===== src/rtl/tif_pkg.sv =====
package tif_pkg;
   typedef enum logic [1:0] {
      TIF_CMP  = 2'd0,
      TIF_WAVE = 2'd1,
      TIF_CAPT = 2'd2,
      TIF_QDEC = 2'd3
   } tif_mode_e;

   localparam int TIF_REG_W   = 8;
   localparam int TIF_MAX_CH  = 4;
   localparam int TIF_CH_LSB  = 4;
   localparam int TIF_ERR_BIT = 1;
   localparam int TIF_OVF_BIT = 0;
endpackage


===== src/rtl/tif_flag_cell.sv =====
module tif_flag_cell (
   input  logic clk,
   input  logic rst_n,
   input  logic set_ev,
   input  logic clr_ev,
   output logic q
);
   // set has priority over clear
   always_ff @(posedge clk or negedge rst_n) begin
      if (!rst_n) q <= 1'b0;
      else        q <= set_ev | (q & ~clr_ev);
   end
endmodule


===== src/rtl/tif_chan_ctl.sv =====
module tif_chan_ctl (
   input  logic clk,
   input  logic rst_n,
   input  logic capt_mode,
   input  logic cmp_hit,
   input  logic buf_valid,
   input  logic cap_read,
   input  logic vec_ack,
   input  logic dma_touch,
   input  logic sw_clr,
   output logic flag
);
   logic set_ev, clr_ev;

   always_comb begin
      if (capt_mode) begin
         set_ev = buf_valid;
         clr_ev = cap_read;
      end else begin
         set_ev = cmp_hit;
         clr_ev = vec_ack;
      end
      clr_ev = clr_ev | dma_touch | sw_clr;
   end

   tif_flag_cell u_cell (
      .clk    (clk),
      .rst_n  (rst_n),
      .set_ev (set_ev),
      .clr_ev (clr_ev),
      .q      (flag)
   );
endmodule


===== src/rtl/tif_err_ctl.sv =====
module tif_err_ctl
   import tif_pkg::*;
#(
   parameter int NUM_CH    = 4,
   parameter bit HAS_FAULT = 1'b1
) (
   input  logic              clk,
   input  logic              rst_n,
   input  tif_mode_e         mode,
   input  logic              fault_det,
   input  logic [NUM_CH-1:0] cap_ovrun,
   input  logic              bad_index,
   input  logic              vec_ack,
   input  logic              sw_clr,
   output logic              flag
);
   logic fault_term, set_ev;

   generate
      if (HAS_FAULT) begin : g_fault
         assign fault_term = (mode == TIF_WAVE) & fault_det;
      end else begin : g_nofault
         logic unused_fault;
         assign unused_fault = fault_det;
         assign fault_term   = 1'b0;
      end
   endgenerate

   assign set_ev = fault_term
                 | ((mode == TIF_CAPT) & (|cap_ovrun))
                 | ((mode == TIF_QDEC) & bad_index);

   tif_flag_cell u_cell (
      .clk    (clk),
      .rst_n  (rst_n),
      .set_ev (set_ev),
      .clr_ev (vec_ack | sw_clr),
      .q      (flag)
   );
endmodule


===== src/rtl/tif_ovf_ctl.sv =====
module tif_ovf_ctl (
   input  logic clk,
   input  logic rst_n,
   input  logic sel_bottom,
   input  logic hit_top,
   input  logic hit_bottom,
   input  logic vec_ack,
   input  logic dma_wr,
   input  logic sw_clr,
   output logic flag
);
   logic set_ev;
   assign set_ev = sel_bottom ? hit_bottom : hit_top;

   tif_flag_cell u_cell (
      .clk    (clk),
      .rst_n  (rst_n),
      .set_ev (set_ev),
      .clr_ev (vec_ack | dma_wr | sw_clr),
      .q      (flag)
   );
endmodule


===== src/rtl/tmr_irq_flags.sv =====
module tmr_irq_flags
   import tif_pkg::*;
#(
   parameter int NUM_CH    = 4,
   parameter bit HAS_FAULT = 1'b1
) (
   input  logic                 clk,
   input  logic                 rst_n,
   input  logic [1:0]           mode,
   input  logic                 ovf_sel_bottom,
   input  logic [NUM_CH-1:0]    cmp_match,
   input  logic [NUM_CH-1:0]    cap_valid,
   input  logic [NUM_CH-1:0]    cap_ovrun,
   input  logic                 hit_top,
   input  logic                 hit_bottom,
   input  logic                 fault_det,
   input  logic                 bad_index,
   input  logic                 reg_wr,
   input  logic [TIF_REG_W-1:0] reg_wdata,
   input  logic [NUM_CH-1:0]    cap_rd,
   input  logic [NUM_CH-1:0]    ack_ch,
   input  logic                 ack_err,
   input  logic                 ack_ovf,
   input  logic [NUM_CH-1:0]    dma_ch_acc,
   input  logic                 dma_cnt_wr,
   input  logic [TIF_REG_W-1:0] irq_en,
   output logic [TIF_REG_W-1:0] flags,
   output logic [TIF_REG_W-1:0] irq_req,
   output logic [NUM_CH-1:0]    dma_req_ch,
   output logic                 dma_req_ovf
);
   localparam int RSV_LO = TIF_ERR_BIT + 1;
   localparam int RSV_HI = TIF_CH_LSB - 1;

   generate
      if (NUM_CH < 1 || NUM_CH > TIF_MAX_CH) begin : g_bad_ch
         $error("tmr_irq_flags: NUM_CH must be 1..4");
      end
   endgenerate

   tif_mode_e              mode_e;
   logic                   capt_mode;
   logic [TIF_REG_W-1:0]   wr_ones;
   logic [TIF_MAX_CH-1:0]  ch_flag;
   logic                   err_flag, ovf_flag;
   logic                   unused_rsvd;

   assign mode_e      = tif_mode_e'(mode);
   assign capt_mode   = (mode_e == TIF_CAPT);
   assign wr_ones     = reg_wr ? reg_wdata : '0;
   assign unused_rsvd = ^wr_ones[RSV_HI:RSV_LO];

   generate
      for (genvar i = 0; i < TIF_MAX_CH; i++) begin : g_ch
         if (i < NUM_CH) begin : g_live
            tif_chan_ctl u_chan (
               .clk       (clk),
               .rst_n     (rst_n),
               .capt_mode (capt_mode),
               .cmp_hit   (cmp_match[i]),
               .buf_valid (cap_valid[i]),
               .cap_read  (cap_rd[i]),
               .vec_ack   (ack_ch[i]),
               .dma_touch (dma_ch_acc[i]),
               .sw_clr    (wr_ones[TIF_CH_LSB+i]),
               .flag      (ch_flag[i])
            );
         end else begin : g_absent
            assign ch_flag[i] = 1'b0;
         end
      end
   endgenerate

   tif_err_ctl #(.NUM_CH(NUM_CH), .HAS_FAULT(HAS_FAULT)) u_err (
      .clk       (clk),
      .rst_n     (rst_n),
      .mode      (mode_e),
      .fault_det (fault_det),
      .cap_ovrun (cap_ovrun),
      .bad_index (bad_index),
      .vec_ack   (ack_err),
      .sw_clr    (wr_ones[TIF_ERR_BIT]),
      .flag      (err_flag)
   );

   tif_ovf_ctl u_ovf (
      .clk        (clk),
      .rst_n      (rst_n),
      .sel_bottom (ovf_sel_bottom),
      .hit_top    (hit_top),
      .hit_bottom (hit_bottom),
      .vec_ack    (ack_ovf),
      .dma_wr     (dma_cnt_wr),
      .sw_clr     (wr_ones[TIF_OVF_BIT]),
      .flag       (ovf_flag)
   );

   always_comb begin
      flags = '0;
      flags[TIF_CH_LSB +: TIF_MAX_CH] = ch_flag;
      flags[TIF_ERR_BIT]              = err_flag;
      flags[TIF_OVF_BIT]              = ovf_flag;
   end

   assign irq_req     = flags & irq_en;
   assign dma_req_ch  = ch_flag[NUM_CH-1:0];
   assign dma_req_ovf = ovf_flag;
endmodule


===== config.mk =====
export PLATFORM = sky130hd
export DESIGN_NAME = tmr_irq_flags
export DESIGN_NICKNAME = d
export VERILOG_FILES = /design/src/rtl/tif_pkg.sv /design/src/rtl/tif_flag_cell.sv /design/src/rtl/tif_chan_ctl.sv /design/src/rtl/tif_err_ctl.sv /design/src/rtl/tif_ovf_ctl.sv /design/src/rtl/tmr_irq_flags.sv
export SDC_FILE = /design/constraint.sdc
export NUM_CORES = 1
export LEC_CHECK = 0
export BUFFER_PORTS_ARGS = -buffer_cell sky130_fd_sc_hd__clkbuf_2
export CORE_ASPECT_RATIO = 0.75
export CORE_UTILIZATION = 28
export CTS_BUF_LIST = sky130_fd_sc_hd__clkbuf_4 sky130_fd_sc_hd__clkbuf_8
export CTS_CLUSTER_DIAMETER = 200
export DETAILED_ROUTE_END_ITERATION = 12
export GPL_ROUTABILITY_DRIVEN = 0
export PLACE_DENSITY_LB_ADDON = 0.15
export SYNTH_ARGS = -nofsm -noshare
export SYNTH_HDL_FRONTEND = slang
export SYNTH_SLANG_ARGS = --single-unit

===== constraint.sdc =====
create_clock -name clk -period 0.8 [get_ports clk]
set_input_delay 0.08 -clock clk [delete_from_list [all_inputs] [get_ports clk]]
set_output_delay 0.08 -clock clk [all_outputs]
set_load 0.02 [all_outputs]

==> results of run 1 <==
==> state kept, by name (all words and copies together) (netlist names) <==
| name | flops |
|---|---|
| u_err.u_cell.q | 1 |
| g_ch.g_live.u_chan.u_cell.q | 4 |
| u_ovf.u_cell.q | 1 |
==> through the flow <==
step	std cells	instance area [um^2]	setup slack, ns	util	setup TNS, ns
2_1_floorplan	69	584.3	-0.1429	-	-0.3595
3_3_place_gp	148	873.3	-0.2436	0.4926	-1.054
3_5_place_dp	148	873.3	-0.2584	0.4926	-1.154
4_1_cts	154	1049	-0.2952	0.5914	-3.692
5_1_grt	155	1124	-0.3189	0.6337	-4.416
6_report	155	1124	-0.2776	0.6337	-3.561
==> metal layers <==
metal,vias to the layer above,part of all wire
met5,-,0
met4,0,0.0074
met3,2,0.10
met2,42,0.57
met1,302,0.32
li1,343,-
==> layout by cell type (no fill, tap or decap) <==
cell and instances:
sky130_fd_sc_hd__clkbuf_2 48, sky130_fd_sc_hd__buf_6 13, sky130_fd_sc_hd__buf_8 8, sky130_fd_sc_hd__nand2_1 7, sky130_fd_sc_hd__inv_1 6, sky130_fd_sc_hd__and2_4 6
sky130_fd_sc_hd__dfrtp_1 6, sky130_fd_sc_hd__conb_1 4, sky130_fd_sc_hd__buf_4 4, sky130_fd_sc_hd__nor2b_4 3, sky130_fd_sc_hd__a31oi_1 3, sky130_fd_sc_hd__a21oi_1 3
sky130_fd_sc_hd__clkbuf_4 3, sky130_fd_sc_hd__nand3b_1 2, sky130_fd_sc_hd__mux2i_1 2, sky130_fd_sc_hd__a311oi_2 2, sky130_fd_sc_hd__clkbuf_8 2, sky130_fd_sc_hd__nand2b_2 1
sky130_fd_sc_hd__mux2_4 1, sky130_fd_sc_hd__o21ai_2 1, sky130_fd_sc_hd__a311oi_1 1, sky130_fd_sc_hd__or4_4 1, sky130_fd_sc_hd__nand2b_1 1, sky130_fd_sc_hd__o211ai_2 1
sky130_fd_sc_hd__o211ai_1 1, sky130_fd_sc_hd__a211oi_1 1, sky130_fd_sc_hd__nand2_2 1, sky130_fd_sc_hd__dlygate4sd3_1 1
==> cell families (layout without fill, tap and decap cells) <==
| family | after synthesis | in the layout | synth area share |
|---|---|---|---|
| AO/OA/AOI/OAI | 13 | 13 | 0.1774 |
| other | 1 | 4 | 0.006906 |
| flip-flops | 6 | 6 | 0.2765 |
| buffers and inverters | 21 | 85 | 0.2442 |
| AND/OR/NAND/NOR | 22 | 22 | 0.2304 |
| multiplexers | 3 | 3 | 0.06451 |
==> final timing paths <==
path,end,from,slack (ns),depth (start not counted)
max,irq_req[6],g_ch[2].g_live.u_chan.u_cell.q,-0.28,3
min,u_ovf.u_cell.q,hit_top,0.05,3
max reg2reg,g_ch[3].g_live.u_chan.u_cell.q,g_ch[3].g_live.u_chan.u_cell.q,-0.20,4
min reg2reg,u_err.u_cell.q,u_err.u_cell.q,0.62,2
max in group asynchronous,g_ch[3].g_live.u_chan.u_cell.q,rst_n,0.45,2
min in group asynchronous,g_ch[2].g_live.u_chan.u_cell.q,rst_n,0.20,2
==> where the power goes <==
part	switching, uW	leakage, uW	internal, uW	total, uW
Clock	105	0.0000138	169	274
Sequential	25.1	0.0000676	334	359
Combinational	290	0.000545	414	703
==> worst max-delay path, delay by kind of cell (launching register included) <==
kind / cells / cell delay [ns]
buffers and inverters: 2 / 0.25
and+or+nand+nor: 1 / 0.13
DFF: 1 / 0.38
==> cell type report <==
| type | instances | area [um^2] |
|---|---|---|
| multi-input combinational | 42 | 326.6 |
| inverter | 6 | 22.52 |
| fill | 155 | 649.4 |
| timing repair buffer | 76 | 574.3 |
| clock buffer | 3 | 22.52 |
| tap | 22 | 27.53 |
| sequential | 6 | 150.1 |
==> repair_timing <==
item | CTS | global route
setup buffers | 2 | 1
hold endpoints to repair | 6 | 0
endpoints found under the setup margin | 20 | 21
resized for setup | 30 | 33
hold buffers | 1 | 0
pin swaps | 1 | 1
==> results.md, run 1 <==
- Status: finished, violations left
- Violated checks: setup timing
- Worst skew pair latency: 0.24 ns
- Fmax: 928.0 MHz
- Share of the cycle needed by the critical path after routing: 1.347
- Total number of placement rows: 13
- Number of unique standard cell types used by synthesis: 20
- Die ar.: 0.002121 mm^2
- Number of port buffers: 65
- Final max-slew violation count: 0
- Initial antenna violation count: 0
- Global route total overflow: 0
- GR peak layer: met2
- I/O pin total: 74
- Average instance area after synthesis: 8.228 um^2
- Average vias per placed instance: 4.445
- Worst Path Class, Setup: reg -> out
- First-pass GRT wire length: 1.938 mm
- Global router's overall resource usage: 0.1397
- Area delta synth->final: 106.9%
- Share of synthesized area occupied by flip-flops and latches: 0.2765
- Dpl hpwl: 1.267 mm
- Synth warnings: 0
- Largest net degree at the start of global routing: 9
- Required @ worst endpoint: 0.72 ns
- Predominant post-synthesis flop cell: sky130_fd_sc_hd__dfrtp_1
- Count leader, synth: sky130_fd_sc_hd__buf_4
- Number of setup violations in the final report: 22
- TritonCTS clock tree: built
- Max H-tree Level: 1
- Critical path capture point type: primary output
- PwrDens: 1189 mW/mm^2
- Type of the worst min-delay path: in -> reg
- 1st-pass router iterations: 3
- Static leakage power: 0.0006260 uW
- Clock slew at reported path FFs: 0.04 ns
- Die W: 52.85 um
- Synthesized flop and latch total: 6
- Cell types with the highest counts after synthesis: 14 x sky130_fd_sc_hd__buf_4, 8 x sky130_fd_sc_hd__nand2_1, 6 x sky130_fd_sc_hd__and2_1, 6 x sky130_fd_sc_hd__dfrtp_1, 6 x sky130_fd_sc_hd__inv_1
- Effective utilization at floorplan: 0.3063
- Critical Path Fanout Max: 3
- Crit path setup slack, layout: -0.2776 ns
- Final worst path period need: 1.078 ns
- Number of design-rule violations left by the first detailed-router iteration: 3
- Layout cell share with drive strength beyond 1: 0.7143
- Core region area: 0.001773 mm^2
- Met2 track utilization from global routing: 0.2753
- Cells taking the most area after synthesis: sky130_fd_sc_hd__dfrtp_1 28%, sky130_fd_sc_hd__buf_4 19%, sky130_fd_sc_hd__and2_1 6.9%
- Number of remaining DRC errors: 0
- Final wirelength: 1.626 mm
- Met3 global-route usage: 0.07576
- Root Driver: sky130_fd_sc_hd__clkbuf_4
- Area share of the largest cell type after synthesis: 0.2765
- Diode count: 0
- Worst path slowest cell: sky130_fd_sc_hd__dfrtp_1
- Count of max-cap constraint violations: 0
- Net count reported at finish: 188
- Cell taking the most area after synthesis: sky130_fd_sc_hd__dfrtp_1
- Total chip power: 1336 uW
- Total standard cell area after synthesis: 543.0 um^2
- Inserted Clock Buffers: 3
- Post-Syn Instances: 66
- RSZ-0062 raised after global routing: yes
- Final clock skew: 0 ns
- Crit path launch type: flop
- Via count of the first global-routing pass: 493
- Arr. time, crit path: 1.00 ns
- Largest incremental delay on the critical path: 0.38 ns
- CTS sink count: 6
- Number of flops mapped to enable cells by yosys: 0
- Worst slack on hold paths: 0.05393 ns
- Detail-routed net length per standard cell: 10.49 um
- Cell Chain, Critical Path: buf_6, and2_4, buf_8
- Peak supply drop: 0.0007970 V
- CTS Buffer Depth: 2
- Global Route met1 Usage: 0.1203
- Die Ht: 40.14 um
- Async SR Flop Fraction: 1.000
- Routed Antenna Nets: 0
- Via count: 689
- Final Hold Vio Count: 0
Power figures use the tool's default switching activity.
==> run 2: changes to the inputs <==
--- a/config.mk
+++ b/config.mk
@@ -7,7 +7,7 @@
 export LEC_CHECK = 0
 export BUFFER_PORTS_ARGS = -buffer_cell sky130_fd_sc_hd__clkbuf_2
 export CORE_ASPECT_RATIO = 0.75
-export CORE_UTILIZATION = 28
+export CORE_UTILIZATION = 29
 export CTS_BUF_LIST = sky130_fd_sc_hd__clkbuf_4 sky130_fd_sc_hd__clkbuf_8
 export CTS_CLUSTER_DIAMETER = 200
 export DETAILED_ROUTE_END_ITERATION = 12
@@ -15,4 +15,5 @@
 export PLACE_DENSITY_LB_ADDON = 0.15
 export SYNTH_ARGS = -nofsm -noshare
 export SYNTH_HDL_FRONTEND = slang
+export SYNTH_HIERARCHICAL = 1
 export SYNTH_SLANG_ARGS = --single-unit
==> run 2 against run 1 <==
Net effect: the flow still finishes with violations (setup timing); synthesized cell count did not move; critical path depth fell by 1; area after synthesis rose by 3.7%; power rose by 4.1%; critical endpoint is now flags[7]; largest power group unchanged.
==> results.md, run 2 <==
- RSZ-0062 raised after global routing: yes
- Total number of placement rows: 13
- Cell count of the worst hold path: 3
- Register-to-Register Path Depth: 3
- Predominant post-synthesis flop cell: sky130_fd_sc_hd__dfrtp_1
- Fillers: 150
- Total chip power: 1391 uW
- Core region area: 0.001773 mm^2
- Die W: 52.88 um
- Final wirelength: 1.627 mm
- Initial antenna violation count: 0
- Inserted Clock Buffers: 3
- Global route total overflow: 0
- Largest net degree at the start of global routing: 9
- Type of the worst min-delay path: in -> reg
- Share of synthesized area occupied by flip-flops and latches: 0.2667
- Area share of the largest cell type after synthesis: 0.2667
- Number of setup violations in the final report: 18
- Die Ht: 40.16 um
- Cell taking the most area after synthesis: sky130_fd_sc_hd__dfrtp_1
- Worst skew pair latency: 0.24 ns
- Async SR Flop Fraction: 1.000
- Max H-tree Level: 1
- Effective utilization at floorplan: 0.3176
- Detail-routed net length per standard cell: 10.04 um
- Critical Path Fanout Max: 3
- Final worst path period need: 1.038 ns
- Cells taking the most area after synthesis: sky130_fd_sc_hd__dfrtp_1 27%, sky130_fd_sc_hd__and2_1 13%, sky130_fd_sc_hd__buf_4 13%
- CTS Buffer Depth: 2
- Cell types with the highest counts after synthesis: 12 x sky130_fd_sc_hd__and2_1, 10 x sky130_fd_sc_hd__buf_4, 7 x sky130_fd_sc_hd__inv_1
- CTS sink count: 6
- Post-Syn Instances: 66
- Most frequent standard cell in the layout excluding fill and tap cells: sky130_fd_sc_hd__clkbuf_2
- Worst Path Class, Setup: reg -> out
- Largest registers: g_ch.g_live.u_chan/u_cell/q (4), u_err/u_cell/q (1), u_ovf/u_cell/q (1)
- Synth warnings: 6
- Share of the cycle needed by the critical path after routing: 1.297
- First-pass GRT wire length: 2.318 mm
- Crit path launch type: flop
- Final standard cell count with taps included and fillers excluded: 162
- Total standard cell area after synthesis: 563.0 um^2
- Crit path setup slack, layout: -0.2378 ns
- Dpl hpwl: 1.264 mm
- PwrDens: 1174 mW/mm^2
- Number of design-rule violations left by the first detailed-router iteration: 2
- TritonCTS clock tree: built
- Register area: 150.1 um^2
- Final clock skew: 0 ns
- Required @ worst endpoint: 0.72 ns
- Clock slew at reported path FFs: 0.06 ns
- Peak supply drop: 0.0006416 V
- Flip-flop count of the largest register after layout: 4
- Net count reported at finish: 195
- Static leakage power: 0.0007101 uW
- Root Driver: sky130_fd_sc_hd__clkbuf_4
- Die ar.: 0.002124 mm^2
- Average instance area after synthesis: 8.531 um^2
- Worst path slowest cell: sky130_fd_sc_hd__dfrtp_1
- Final Hold Vio Count: 0
- Critical path capture point type: primary output
- Hold wc startpoint: cap_valid[3]
- Via count of the first global-routing pass: 577
- Average vias per placed instance: 4.179
- Count of max-cap constraint violations: 0
- 1st-pass router iterations: 4
- Number of port buffers: 65
- Worst-case register-to-register setup slack: -0.08 ns
- Diode count: 0
- Count leader, synth: sky130_fd_sc_hd__and2_1
- Number of unique standard cell types used by synthesis: 18
- Synthesized flop and latch total: 6
- Number of remaining DRC errors: 0
- Buf+Inv Stages, Crit Path: 2
- Via count: 677
- Largest incremental delay on the critical path: 0.41 ns
- Final max-slew violation count: 0
- Worst slack on hold paths: 0.1333 ns
- Arr. time, crit path: 0.96 ns
- Highest-count cells in the layout ignoring fill and taps: 49 x sky130_fd_sc_hd__clkbuf_2, 14 x sky130_fd_sc_hd__buf_8, 8 x sky130_fd_sc_hd__buf_6
- Worst R2R Start: u_err/u_cell/q
- Violated checks: setup timing
- Cell Chain, Critical Path: buf_4, clkbuf_2
- Multi-input combinational cell area: 345.3 um^2
- Placed inst area: 945.9 um^2
- Largest delay contributor family on the critical path: flip-flops
- Fin area: 0.001185 mm^2
- Fmax: 963.6 MHz
- Routed Antenna Nets: 0
- Reg-to-Reg End: u_err/u_cell/q
- Number of flops mapped to enable cells by yosys: 0
- Area delta synth->final: 110.4%
- Layout cell share with drive strength beyond 1: 0.6643
- Worst Hold Endpoint: g_ch[3].g_live.u_chan/u_cell/q
- I/O pin total: 74
- Largest Register: g_ch.g_live.u_chan/u_cell/q
- Status: finished, violations left
- Global router's overall resource usage: 0.1639
- Placed insts: 155
-- run 2: changes by cell type after synthesis, sizes merged, moves of 3 or more --
cell    before  now
a311oi       3    0
and2         6   12
buf         15   10
a21o         0    6
nor2         0    4
a31oi        3    0
nand2        8    4
mux2         1    5
-- run 2: cell families after synthesis --
logic type / Yosys count / synth area share
AND/OR/NAND/NOR: 25 / 0.2467
AO/OA/AOI/OAI: 8 / 0.1022
other: 1 / 0.006660
flip-flops: 6 / 0.2667
buffers and inverters: 17 / 0.1800
multiplexers: 9 / 0.1978
-- run 2: through the flow --
| step | setup TNS [ns] | util | setup slack (ns) |
|---|---|---|---|
| after floorplan | -0.5082 | - | -0.1271 |
| after global placement | -0.9905 | 0.5335 | -0.2114 |
| after detailed placement | -1.116 | 0.5335 | -0.2499 |
| after CTS | -3.425 | 0.6457 | -0.2378 |
| after global routing | -3.748 | 0.6683 | -0.2624 |
| final | -3.155 | 0.6683 | -0.2378 |
-- run 2: power breakdown --
part	internal (uW)	switching [uW]	total (uW)
combinational	452	283	735
sequential	333	27.4	360
clock	171	124	295
-- run 2: cell type report --
type                            instances  area share
Clock buffer                            3     0.01901
Inverter                                7     0.02218
Multi-Input combinational cell         46      0.2914
Sequential cell                         6      0.1267
Tap cell                               22     0.02323
Timing Repair Buffer                   78      0.5174
-- run 2: worst max-delay path by stage --
| stage | startpoint | end | slack, ns | cells past startpoint |
|---|---|---|---|---|
| after CTS | g_ch[3].g_live.u_chan/u_cell/q | flags[7] | -0.24 | 2 |
| after global placement | mode[1] | g_ch[1].g_live.u_chan/u_cell/q | -0.21 | 5 |
| after detailed placement | mode[1] | g_ch[3].g_live.u_chan/u_cell/q | -0.25 | 5 |
| after floorplan | mode[1] | g_ch[0].g_live.u_chan/u_cell/q | -0.13 | 3 |
| after global routing | g_ch[3].g_live.u_chan/u_cell/q | dma_req_ch[3] | -0.26 | 2 |
| final | g_ch[3].g_live.u_chan/u_cell/q | flags[7] | -0.24 | 2 |
-- run 2: worst reg2reg max path: cells and delay by family (launching register included) --
family                 cells  cell delay [ns]
AO/OA/AOI/OAI              1             0.14
flip-flops                 1             0.39
buffers and inverters      2             0.25
-- run 2: repair_timing --
item / 4_1_cts / 5_1_grt
setup endpoints to repair: 17 / 19
setup buffers: 2 / 1
hold buffers: 1 / 0
gates resized for setup: 33 / 19
endpoints found under the hold margin: 6 / 0
pin swaps: 6 / 0
-- run 2: routing by layer --
layer  vias up  part of all wire  wire (um)  track usage
met5         -                 0          0            0
met2        41              0.54        886       0.3386
met3         2             0.083        135      0.04167
met1       286              0.36        589       0.1480
li1        348                 -          -            -
met4         0            0.0098         16      0.09868
